--- src/rtl/op_sample_selector.sv ---
module op_sample_selector #(
  parameter int CNT_W = 16,
  parameter int COUNT_W = 32,
  parameter logic [15:0] LFSR_SEED = 16'hACE1
) (
  input  logic               clk,
  input  logic               rst_n,
  input  logic               enable,
  input  logic               op_valid,
  input  logic               op_done,
  input  logic [CNT_W-1:0]   interval,
  input  logic [CNT_W-1:0]   min_interval,
  input  logic               jitter_en,
  output logic               sample_sel,
  output logic               collision,
  output logic               busy,
  output logic [COUNT_W-1:0] coll_count,
  output logic [COUNT_W-1:0] pop_count
);
  localparam int JW = (CNT_W < 8) ? CNT_W : 8;

  logic [CNT_W-1:0] cnt, base, jit, floor_v, reload;
  logic [15:0] lfsr;
  logic expire, hold;

  assign base    = (interval == '0) ? min_interval : interval;
  assign jit     = jitter_en ? (base ^ CNT_W'(lfsr[JW-1:0])) : base;
  assign floor_v = (min_interval == '0) ? CNT_W'(1) : min_interval;
  assign reload  = (jit < floor_v) ? floor_v : jit;

  assign expire     = enable && op_valid && (cnt <= CNT_W'(1));
  assign hold       = busy && !op_done;
  assign sample_sel = expire && !hold;
  assign collision  = expire && hold;

  always_ff @(posedge clk or negedge rst_n) begin
    if (!rst_n) begin
      cnt <= '0;
    end else if (!enable) begin
      cnt <= reload;
    end else if (op_valid) begin
      cnt <= expire ? reload : cnt - CNT_W'(1);
    end
  end

  always_ff @(posedge clk or negedge rst_n) begin
    if (!rst_n)
      lfsr <= LFSR_SEED;
    else if (expire)
      lfsr <= {lfsr[14:0], lfsr[15] ^ lfsr[13] ^ lfsr[12] ^ lfsr[10]};
  end

  always_ff @(posedge clk or negedge rst_n) begin
    if (!rst_n)          busy <= 1'b0;
    else if (!enable)    busy <= 1'b0;
    else if (sample_sel) busy <= 1'b1;
    else if (op_done)    busy <= 1'b0;
  end

  always_ff @(posedge clk or negedge rst_n) begin
    if (!rst_n) begin
      coll_count <= '0;
      pop_count  <= '0;
    end else begin
      if (collision)           coll_count <= coll_count + COUNT_W'(1);
      if (enable && op_valid)  pop_count  <= pop_count + COUNT_W'(1);
    end
  end
endmodule


--- config.mk ---
export PLATFORM = sky130hd
export DESIGN_NAME = op_sample_selector
export DESIGN_NICKNAME = d
export VERILOG_FILES = /design/src/rtl/op_sample_selector.sv
export SDC_FILE = /design/constraint.sdc
export NUM_CORES = 1
export LEC_CHECK = 0
export BUFFER_PORTS_ARGS = -buffer_cell sky130_fd_sc_hd__buf_2
export CAP_MARGIN = 20
export CORE_ASPECT_RATIO = 0.9
export CORE_UTILIZATION = 60
export CTS_CLUSTER_DIAMETER = 50
export DETAILED_ROUTE_END_ITERATION = 6
export PLACE_DENSITY = 0.92
export SYNTH_ARGS = -nofsm -noshare
export SYNTH_HDL_FRONTEND = slang
export SYNTH_SLANG_ARGS = --single-unit
--- constraint.sdc ---
create_clock -name clk -period 5.08 [get_ports clk]
set_input_delay 0.762 -clock clk [delete_from_list [all_inputs] [get_ports clk]]
set_output_delay 0.762 -clock clk [all_outputs]
set_load 0.02 [all_outputs]
* Yosys cells after proc, flatten, opt, wreduce, memory -nomap -nowiden
Index checks and enable logic that the tools add are counted.
** Cells by class
- Add/sub/neg operators :: 3
- Magnitude comparators :: 2
- Equality and inequality tests :: 2
- Muxes and demuxes :: 10
- Bitwise operators :: 4
- Reduce and logical (&&, ||, !) cells :: 9
** Operator list (count)
- 16-bit two-way mux :: 7
- 32-bit by 1-bit adder with 32-bit output, second input constant :: 2
- 16-bit zero test :: 2
- 16-bit by 1-bit <= comparator with 1-bit output, second input constant :: 1
- 16-bit less-than comparator :: 1
- 16-bit by 1-bit subtractor with 16-bit output, second input constant :: 1
- 16-bit by 8-bit XOR with 16-bit output :: 1
- 1-bit logical AND :: 5
- 1-bit two-way mux :: 3
- 3-bit by 1-bit inequality test with 1-bit output, second input constant :: 1
- 1-bit XOR :: 3
- 1-bit zero test :: 2
- 2-bit by 1-bit inequality test with 1-bit output, second input constant :: 1
** Word-level totals
- Bits in registers :: 97
- Bits of input ports :: 38
- Output and inout bits :: 67
- Logic and storage cells :: 35

* Logic depth before layout (Yosys ltp)
Gate-level depths: netlist of run 1.
- Depth in word-level cells :: 9
- Mapped depth :: 14
- Gate-level depth less buffers :: 11

* Least setup slack after synthesis of run 1
Ideal clock, no wire load.
- Path type :: in2reg
- From :: in interval[11]
- To :: reg cnt[0]
- Data arrival time :: 3604 ps
- Data required time :: 4954 ps
- Path slack :: 1350 ps
- Stages :: 13
- Cell sequence :: nor4_1 -> and4_1 -> buf_2 -> clkbuf_1 -> a21oi_1 -> xor2_1 -> ha_1 -> a211o_1 -> a211o_1 -> a2111oi_4 -> buf_2 -> nand4_1 -> o311a_1
** On the way
- Longest elaborated chain between the ends :: 9
** Ends and longest elaborated chain
- start, declared :: RTL line 11 : input logic [CNT_W-1:0] interval,
- 16-bit zero test :: RTL line 26 : assign base = (interval == '0) ? min_interval : interval;
- 16-bit two-way mux (*) :: RTL line 26
- 16-bit by 8-bit XOR with 16-bit output :: RTL line 27 : assign jit = jitter_en ? (base ^ CNT_W'(lfsr[JW-1:0])) : base;
- 16-bit two-way mux (*) :: RTL line 27
- 16-bit less-than comparator :: RTL line 29 : assign reload = (jit < floor_v) ? floor_v : jit;
- 16-bit two-way mux (*) :: RTL line 29
- 16-bit two-way mux :: RTL line 42 : cnt <= expire ? reload : cnt - CNT_W'(1);
- 16-bit two-way mux :: RTL line 41 : end else if (op_valid) begin
- 16-bit two-way mux (*) :: RTL line 39 : end else if (!enable) begin
- end signal, assigned :: RTL line 40 : cnt <= reload;
- end signal, assigned :: RTL line 42
- end, declared :: RTL line 22 : logic [CNT_W-1:0] cnt, base, jit, floor_v, reload;
Mark *: on every way between the ends. The rest lies on a longest branch, timed or not. The select of a mux whose other input is x is not followed.
A chain may end at the register's enable or synchronous reset.

* Final worst setup path of run 1
- From :: in interval[8]
- To :: reg cnt[12]
Same word-level chain as after synthesis.

==> results_dict.tcl, run 1 <==
set metrics [dict create \
    initial_utilization_pct 61.85 \
    avgSynthCellArea_um2 9.454 \
    drc 0 \
    ys_warn_count 0 \
    crit_top_cell "a21oi_1" \
    synthDistinctLibCells 61 \
    cap_violations 0 \
    maxSlewViolCount 0 \
    cpPeakStageDelay_ns 0.81 \
    wl_per_cell_um 16.29 \
    yosys-top-cells-count "nand2_1 (95), dfrtp_1 (89), xnor2_1 (43), xor2_1 (34), nand3_1 (30)" \
    finalHoldViolations 0 \
    post-dp-hpwl_mm 9.927 \
    synth_edf_count 0 \
    status "finished, final reports clean" \
    multi_input_area_um2 2987 \
    die-area_um2 9799 \
    path_cells "buf_2 > nor4_1 > and4_1 > a21oi_1 > xor2_1 > ha_1 > a21oi_1 > o21ai_0 > a211o_1 > a2111oi_4 > nand2_1 > o311a_1" \
    max_slew_margin_pct 40.84 \
    setup_viol 0 \
    rsz0062_at_grt "false" \
    die_w_um 104.2 \
    nets 751 \
    cts_buffers 9 \
    rrSetupSlack_ns 1.88 \
    p_per_area_nw_per_um2 265.2 \
    cts_hold_buf 0 \
    routed_wl_mm 13.37 \
    num_rows 33 \
    period_share_pct 83.32 \
    p_leak_uw 0.003201 \
    synth.largest_area_cell "dfrtp_1" \
    cts_resized 0 \
    synth_area_leaders "dfrtp_1 (39%), xnor2_1 (6.7%), nand2_1 (6.3%)" \
    drtPass1Iterations 5 \
    cp_data_required_time_ns 5.33 \
    worstSetupPathType "in2reg" \
    insertedDiodeCount 0 \
    async_flop_share_pct 100.0 \
    grt_first_pass_wirelength_mm 22.51 \
    syn_inst 597 \
    synthFlopType "dfrtp_1" \
    die_height_um 94.01 \
    cp_data_arrival_time_ns 4.48 \
    nFillCells 677 \
    post_cts_buffers 0 \
    synth.net_count 654 \
    routed.top_layer "met4" \
    cpMaxStageDelayCell "a2111oi_4" \
    clk_path_buf_depth 2 \
    met2_length_mm 6.649 \
    antenna_found_initial 0 \
    synth_top_cell_area_share_pct 39.46 \
    fin_skew_ns 0.01110 \
    gp_congestion 0.9302 \
    fin_crit_ns 4.233 \
    end_kind "flop" \
    drtIter0Drc 302 \
    wl_met3_um 689 \
    tns_ns 0 \
    cts_tree "done" \
    crit_path_start_kind "input pin" \
    ant_nets 0 \
    synth.ff_latch_count 97 \
    drt-met1-wl_mm 5.746 \
    insertion_delay_ns 0.37 \
    r2r-end "cnt[12]$_DFFE_PN0P_" \
    groute.usage.overall_pct 28.76 \
    port_buffers 104 \
    ir_drop_uv 183.8 \
    power_uw 1707 \
    yosysMostFrequentCell "nand2_1" \
    cts_root_buffer "clkbuf_8" \
    netlist_area_um2 5644 \
    grt_pass1_vias 4767 \
    fmax_ghz 0.2363 \
    syn_to_final_growth_pct 14.08 \
    cts_sinks 97 \
    grt-ovfl-total 0 \
    rr_worst_depth 9 \
    critPathTopFamily "compound AO/OA/AOI/OAI gates" \
    coreArea_um2 9125 \
    io_pins 105 \
    via_per_inst 6.032 \
    cp_max_fo 18 \
    r2r-start "lfsr[7]$_DFFE_PN1P_" \
    grt_max_degree 54 \
    drive_gt1_share_pct 22.60 \
    vias 4952 \
    htreeDepth 3 \
    worstMarginPinSlew_ns 0.8875 \
    min_path_type "in2async" \
    path_clk_slew_ns 0.10 \
    synth-seq-area-share_pct 43.18 \
    regArea_um2 2437 \
    worst-path-buf-inv 1 \
]
## registers in the layout (all words and copies together) (netlist names)
| register | flops |
|---|---|
| lfsr | 16 |
| coll_count | 32 |
| busy | 1 |
| pop_count | 32 |
| cnt | 16 |
## metal layers
| metal | up-vias | global-route usage (%) |
|---|---|---|
| li1 | 2319 | - |
| met1 | 2427 | 37.36 |
| met2 | 177 | 49.06 |
| met3 | 29 | 4.785 |
| met4 | 0 | 10.12 |
| met5 | - | 0 |
## cell type report
type / instances / share of cell area [%]
multi-input combinational: 450 / 46.39
sequential: 97 / 37.85
timing repair buffer: 106 / 8.356
tap: 122 / 2.371
clock buffer: 10 / 2.138
inverter: 30 / 1.749
clock inverter: 6 / 1.147
## layout by cell type, fill, tap and decap left out, types with 10 or more instances in the layout
master / instances
nor3_1: 15
nand4_1: 19
inv_1: 28
xnor2_1: 43
nand2_1: 95
a21oi_1: 25
xor2_1: 34
buf_2: 103
nor4_1: 10
ha_1: 19
dfrtp_1: 89
and3_1: 11
nor2_1: 29
a21o_1: 14
o21ai_0: 21
clkbuf_8: 10
nand3_1: 30
## cell families (layout without fill, tap and decap cells)
kind of cell	after synthesis	in the layout	share of synthesized area [%]
compound gates	102	102	12.77
xor+xnor	77	77	11.95
fa+ha+maj	19	19	4.212
buf+inv	50	152	3.901
flops	97	97	43.18
mux	2	2	0.3990
simple gates	250	250	23.59
## stage by stage
stage	setup slack (ns)	hold WS (ns)	util (%)	cells	instance area [um2]
final	0.8474	0.3745	70.56	821	6439
after global routing	0.5859	0.4097	70.56	821	6439
after CTS	0.9875	0.3868	70.56	821	6439
after detailed placement	0.6253	0.4542	68.24	805	6227
after global placement	0.7352	0.4478	68.24	805	6227
after floorplan	1.350	0.4386	-	597	5644
## report_power, final
group	internal [uW]	switching, uW
clock network	247	291
logic	115	170
registers	818	66.1
## worst max-delay path by stage
stage,startpoint,endpoint,slack (ns),cells past startpoint
finish,interval[8],cnt[12]$_DFFE_PN0P_,0.85,12
global route,interval[8],cnt[12]$_DFFE_PN0P_,0.59,12
CTS,interval[8],cnt[12]$_DFFE_PN0P_,0.99,12
detailed placement,interval[8],cnt[12]$_DFFE_PN0P_,0.63,12
global placement,interval[8],cnt[12]$_DFFE_PN0P_,0.74,12
floorplan,interval[11],cnt[0]$_DFFE_PN0P_,1.35,13
Note: power is estimated with default switching activity, not from simulation.
==> inputs of run 2 (changes only) <==
--- a/config.mk
+++ b/config.mk
@@ -8,10 +8,10 @@
 export BUFFER_PORTS_ARGS = -buffer_cell sky130_fd_sc_hd__buf_2
 export CAP_MARGIN = 20
 export CORE_ASPECT_RATIO = 0.9
-export CORE_UTILIZATION = 60
+export CORE_UTILIZATION = 51
 export CTS_CLUSTER_DIAMETER = 50
 export DETAILED_ROUTE_END_ITERATION = 6
-export PLACE_DENSITY = 0.92
+export PLACE_DENSITY = 0.84
 export SYNTH_ARGS = -nofsm -noshare
 export SYNTH_HDL_FRONTEND = slang
 export SYNTH_SLANG_ARGS = --single-unit
==> constraint.sdc (replaced) <==
create_clock -name clk -period 3.6 [get_ports clk]
set_input_delay 0.54 -clock clk [delete_from_list [all_inputs] [get_ports clk]]
set_output_delay 0.54 -clock clk [all_outputs]
set_load 0.02 [all_outputs]
==> run 2 against run 1 <==
  * Critical path depth increased by 1
  * Clock power rose by 79%
  * Hold slack worse by 0.18 ns
  * Sequential share of layout area is 1.7 points lower
==> results_dict.tcl, run 2 (synthesis results as in run 1) <==
set metrics [dict create \
    status "finished, final reports clean" \
    fin_area_um2 6739 \
    num_rows 36 \
    insertion_delay_ns 0.33 \
    post-dp-hpwl_mm 10.02 \
    finalHoldViolations 0 \
    insertedDiodeCount 0 \
    nets 777 \
    antenna_found_initial 0 \
    routed_wl_mm 13.40 \
    grt_pass1_vias 4598 \
    drtIter0Drc 287 \
    period_share_pct 95.51 \
    io_pins 105 \
    initial_utilization_pct 52.21 \
    fin_crit_ns 3.438 \
    grt_first_pass_wirelength_mm 21.75 \
    r2r-start "cnt[10]$_DFFE_PN0P_" \
    reg.largest.list "coll_count: 32 flops, pop_count: 32 flops" \
    via_per_inst 5.781 \
    rr_worst_depth 6 \
    worstMarginPinSlew_ns 0.9532 \
    clk_path_buf_depth 2 \
    syn_to_final_growth_pct 19.40 \
    maxSlewViolCount 0 \
    dp_cells 840 \
    drive_gt1_share_pct 25.52 \
    die-area_um2 11490 \
    wl_per_cell_um 15.61 \
    coreArea_um2 10810 \
    cts_buffers 9 \
    max_slew_margin_pct 36.45 \
    fmax_ghz 0.2908 \
    die_height_um 101.8 \
    final_common_cell "buf_2" \
    place_area_um2 6421 \
    ir_drop_uv 484.6 \
    rsz0062_at_grt "false" \
    cap_violations 0 \
    vias 4960 \
    port_buffers 104 \
    setup_viol 0 \
    cts_sinks 97 \
    cp_data_arrival_time_ns 3.65 \
    path_clk_slew_ns 0.07 \
    grt-ovfl-total 0 \
    drc 0 \
    end_kind "flop" \
    die_w_um 112.9 \
    gp_congestion 0.8874 \
    cp_data_required_time_ns 3.81 \
    htreeDepth 3 \
    groute.usage.overall_pct 23.73 \
    fin_skew_ns 0.004740 \
    drtPass1Iterations 5 \
    final_cell_mix "buf_2 (103), nand2_1 (95), dfrtp_1 (89)" \
    cp_max_fo 9 \
    worstSetupPathType "in2reg" \
    grt_max_degree 46 \
    crit_path_start_kind "input pin" \
    p_leak_uw 0.003366 \
    crit_start "interval[8]" \
    cts_hold_buf 0 \
    ant_nets 0 \
    cts_root_buffer "clkbuf_16" \
    fin_cells 858 \
    p_per_area_nw_per_um2 390.9 \
    cts_tree "done" \
    min_path_type "in2async" \
]
[run 2: cell count changes in the layout (fill, tap and decap cells not counted), sizes merged]
| cell | delta |
|---|---|
| buf | +25 |
| clkinvlp | +1 |
[run 2: layout make-up]
cell class | count | area (um2)
Clock buffer | 9 | 225.2
Multi-Input combinational cell | 450 | 2989
Clock inverter | 7 | 77.57
Tap cell | 133 | 166.4
Timing Repair Buffer | 132 | 730.7
Fill cell | 860 | 4071
Inverter | 30 | 112.6
Sequential cell | 97 | 2437
[run 2: repair_timing]
action	CTS	global route
gates resized for setup	0	2
setup endpoints to repair	0	16
buffers inserted	0	1
[run 2: per-stage QoR]
stage	power, uW	setup WS [ns]	util (%)	hold slack (ns)	setup TNS [ns]
floorplan	1513	0.09213	-	0.2444	0
global placement	1657	-0.1202	59.40	0.4482	-1.470
detailed placement	1681	-0.2116	59.40	0.4543	-2.640
CTS	2651	0.1217	62.20	0.2052	0
global route	2760	0.03792	62.34	0.2336	0
finish	2634	0.1616	62.34	0.1898	0
[run 2: worst paths after layout]
| kind | slack [ns] | end |
|---|---|---|
| worst max-delay path | 0.16 | cnt[7]$_DFFE_PN0P_ |
| worst min-delay path | 0.19 | pop_count[20]$_DFFE_PN0P_ |
| worst max register to register | 0.66 | cnt[11]$_DFFE_PN0P_ |
| worst min register to register | 0.46 | pop_count[31]$_DFFE_PN0P_ |
| max in group asynchronous | 2.60 | lfsr[6]$_DFFE_PN1P_ |
| min in group clk | 0.46 | pop_count[31]$_DFFE_PN0P_ |
[run 2: routing by layer]
| layer | wire length [um] | global-route usage (%) | vias to the layer above | share of wire (%) |
|---|---|---|---|---|
| met5 | 0 | 0 | - | 0 |
| met1 | 5979 | 31.12 | 2403 | 45 |
| li1 | - | - | 2364 | - |
| met4 | 314 | 8.806 | 0 | 2.3 |
| met3 | 642 | 4.129 | 35 | 4.8 |
| met2 | 6460 | 39.84 | 158 | 48 |
[run 2: power by group]
| group | switching, uW | internal [uW] |
|---|---|---|
| Sequential | 96.5 | 1150 |
| Clock | 420 | 545 |
| Combinational | 238 | 179 |
[run 2: worst max-delay path, stage by stage]
cell and delay [ns]:
buf_2 0.10, nor4_1 0.39, and4_4 0.36, a21oi_1 0.10, xor2_1 0.22, ha_1 0.30
a21oi_1 0.16, o21ai_0 0.15, o21a_1 0.28, a2111oi_4 0.50, buf_4 0.24, nand4_1 0.13
o311a_1 0.16
==> inputs of run 3 (changes only) <==
--- a/config.mk
+++ b/config.mk
@@ -8,10 +8,10 @@
 export BUFFER_PORTS_ARGS = -buffer_cell sky130_fd_sc_hd__buf_2
 export CAP_MARGIN = 20
 export CORE_ASPECT_RATIO = 0.9
-export CORE_UTILIZATION = 51
+export CORE_UTILIZATION = 50
 export CTS_CLUSTER_DIAMETER = 50
 export DETAILED_ROUTE_END_ITERATION = 6
-export PLACE_DENSITY = 0.84
+export PLACE_DENSITY = 0.83
 export SYNTH_ARGS = -nofsm -noshare
 export SYNTH_HDL_FRONTEND = slang
 export SYNTH_SLANG_ARGS = --single-unit
==> run 3 against run 2 <==
  * First-iteration DRC count grew 1.4%
  * Via count shrank 0.36%
  * Final cell count grew 1.6%
  * Global-route usage shrank 0.10 points
  * Highest routed layer unchanged
  * Non-clock buffer count shrank 5
  * Combinational power shrank 1%
==> results_dict.tcl, run 3 (synthesis results as in run 1) <==
set metrics [dict create \
    reg.largest.list "coll_count: 32 flops, pop_count: 32 flops" \
    syn_to_final_growth_pct 20.04 \
    drc 0 \
    antenna_found_initial 0 \
    max_slew_margin_pct 37.89 \
    grt-ovfl-total 0 \
    status "finished, final reports clean" \
    nFillCells 934 \
    drtIter0Drc 291 \
    insertion_delay_ns 0.34 \
    initial_utilization_pct 51.78 \
    cp_data_arrival_time_ns 3.64 \
    coreArea_um2 10900 \
    period_share_pct 94.66 \
    min_path_type "in2async" \
    htreeDepth 3 \
    dp_cells 855 \
    grt_pass1_vias 4709 \
    cap_violations 0 \
    via_per_inst 5.667 \
    grt_max_degree 49 \
    fmax_ghz 0.2934 \
    tns_ns 0 \
    final_common_cell "buf_2" \
    fin_cells 872 \
    grt_first_pass_wirelength_mm 22.11 \
    r2r-start "lfsr[7]$_DFFE_PN1P_" \
    post-dp-hpwl_mm 10.17 \
    fin_skew_ns 0.009450 \
    p_leak_uw 0.003366 \
    vias 4942 \
    drtPass1Iterations 5 \
    final_cell_mix "buf_2 (103), nand2_1 (95), dfrtp_1 (89)" \
    worstSetupPathType "in2reg" \
    die_height_um 102.8 \
    maxSlewViolCount 0 \
    fin_crit_ns 3.408 \
    wl_per_cell_um 15.22 \
    ir_drop_uv 290.9 \
    die_w_um 114.0 \
    crit_path_start_kind "input pin" \
    place_area_um2 6415 \
    fin_area_um2 6775 \
    ant_nets 0 \
    cp_max_fo 9 \
    clk_path_buf_depth 2 \
    regArea_um2 2437 \
    cts_hold_buf 0 \
    cts_root_buffer "clkbuf_16" \
    insertedDiodeCount 0 \
    gp_congestion 0.8943 \
    groute.usage.overall_pct 23.63 \
    worstMarginPinSlew_ns 0.9171 \
    cts_sinks 97 \
    drive_gt1_share_pct 25.28 \
    cts_buffers 9 \
    cts_tree "done" \
    die-area_um2 11720 \
    multi_input_area_um2 3002 \
    path_clk_slew_ns 0.07 \
    setup_viol 0 \
    crit_start "interval[8]" \
    io_pins 105 \
    nets 772 \
    end_kind "flop" \
    port_buffers 104 \
    routed_wl_mm 13.27 \
    finalHoldViolations 0 \
    num_rows 36 \
    cp_data_required_time_ns 3.83 \
    p_per_area_nw_per_um2 401.3 \
]
## run 3: per-layer routing
layer / track usage [%] / vias up / wire, um
met5: 0 / - / 0
met4: 8.591 / 0 / 197
met3: 4.527 / 20 / 581
met2: 40.61 / 136 / 6616
met1: 29.96 / 2409 / 5875
li1: - / 2377 / -
## run 3: report_power, final
part	total (uW)	switching [uW]	internal [uW]	leakage, uW
sequential	1250	96.0	1160	0.00126
combinational	412	236	176	0.00195
clock	1060	406	650	0.000162
## run 3: path summary, 6_finish.rpt
kind / depth (start not counted) / slack (ns) / to
worst max-delay path: 13 / 0.19 / cnt[9]$_DFFE_PN0P_
worst min-delay path: 1 / 0.21 / pop_count[28]$_DFFE_PN0P_
worst max register to register: 10 / 0.63 / cnt[9]$_DFFE_PN0P_
worst min register to register: 1 / 0.47 / pop_count[31]$_DFFE_PN0P_
max in group asynchronous: 2 / 2.58 / cnt[2]$_DFFE_PN0P_
min in group clk: 1 / 0.47 / pop_count[31]$_DFFE_PN0P_
## run 3: cell type report
class                           instances  share of cell area (%)
Sequential cell                        97                   35.97
Multi-Input combinational cell        450                   44.30
Timing Repair Buffer                  127                   10.27
Tap cell                              152                   2.807
Clock inverter                          5                   1.256
Inverter                               30                   1.662
Clock buffer                           11                   3.730
## run 3: metrics by stage
step | hold slack [ns] | power (uW) | utilization (%) | setup slack [ns]
floorplan | 0.2444 | 1513 | - | 0.09213
global placement | 0.4477 | 1654 | 58.85 | -0.1021
detailed placement | 0.4565 | 1676 | 58.85 | -0.3050
CTS | 0.2276 | 2737 | 61.95 | 0.03353
global route | 0.2544 | 2843 | 62.16 | -0.01231
finish | 0.2126 | 2719 | 62.16 | 0.1921
## run 3: what timing repair did
action / in CTS / in global routing
setup endpoints to repair: 0 / 16
resized for setup: 0 / 4
setup buffers: 0 / 1
## run 3: critical path, stage by stage
cell       delay, ns
buf_2           0.11
nor4_2          0.34
and4_4          0.34
a21oi_1         0.09
xor2_1          0.23
ha_1            0.30
a21oi_1         0.17
o21ai_0         0.17
o21a_1          0.29
a2111oi_4       0.50
buf_4           0.20
a21oi_1         0.07
o32ai_1         0.29
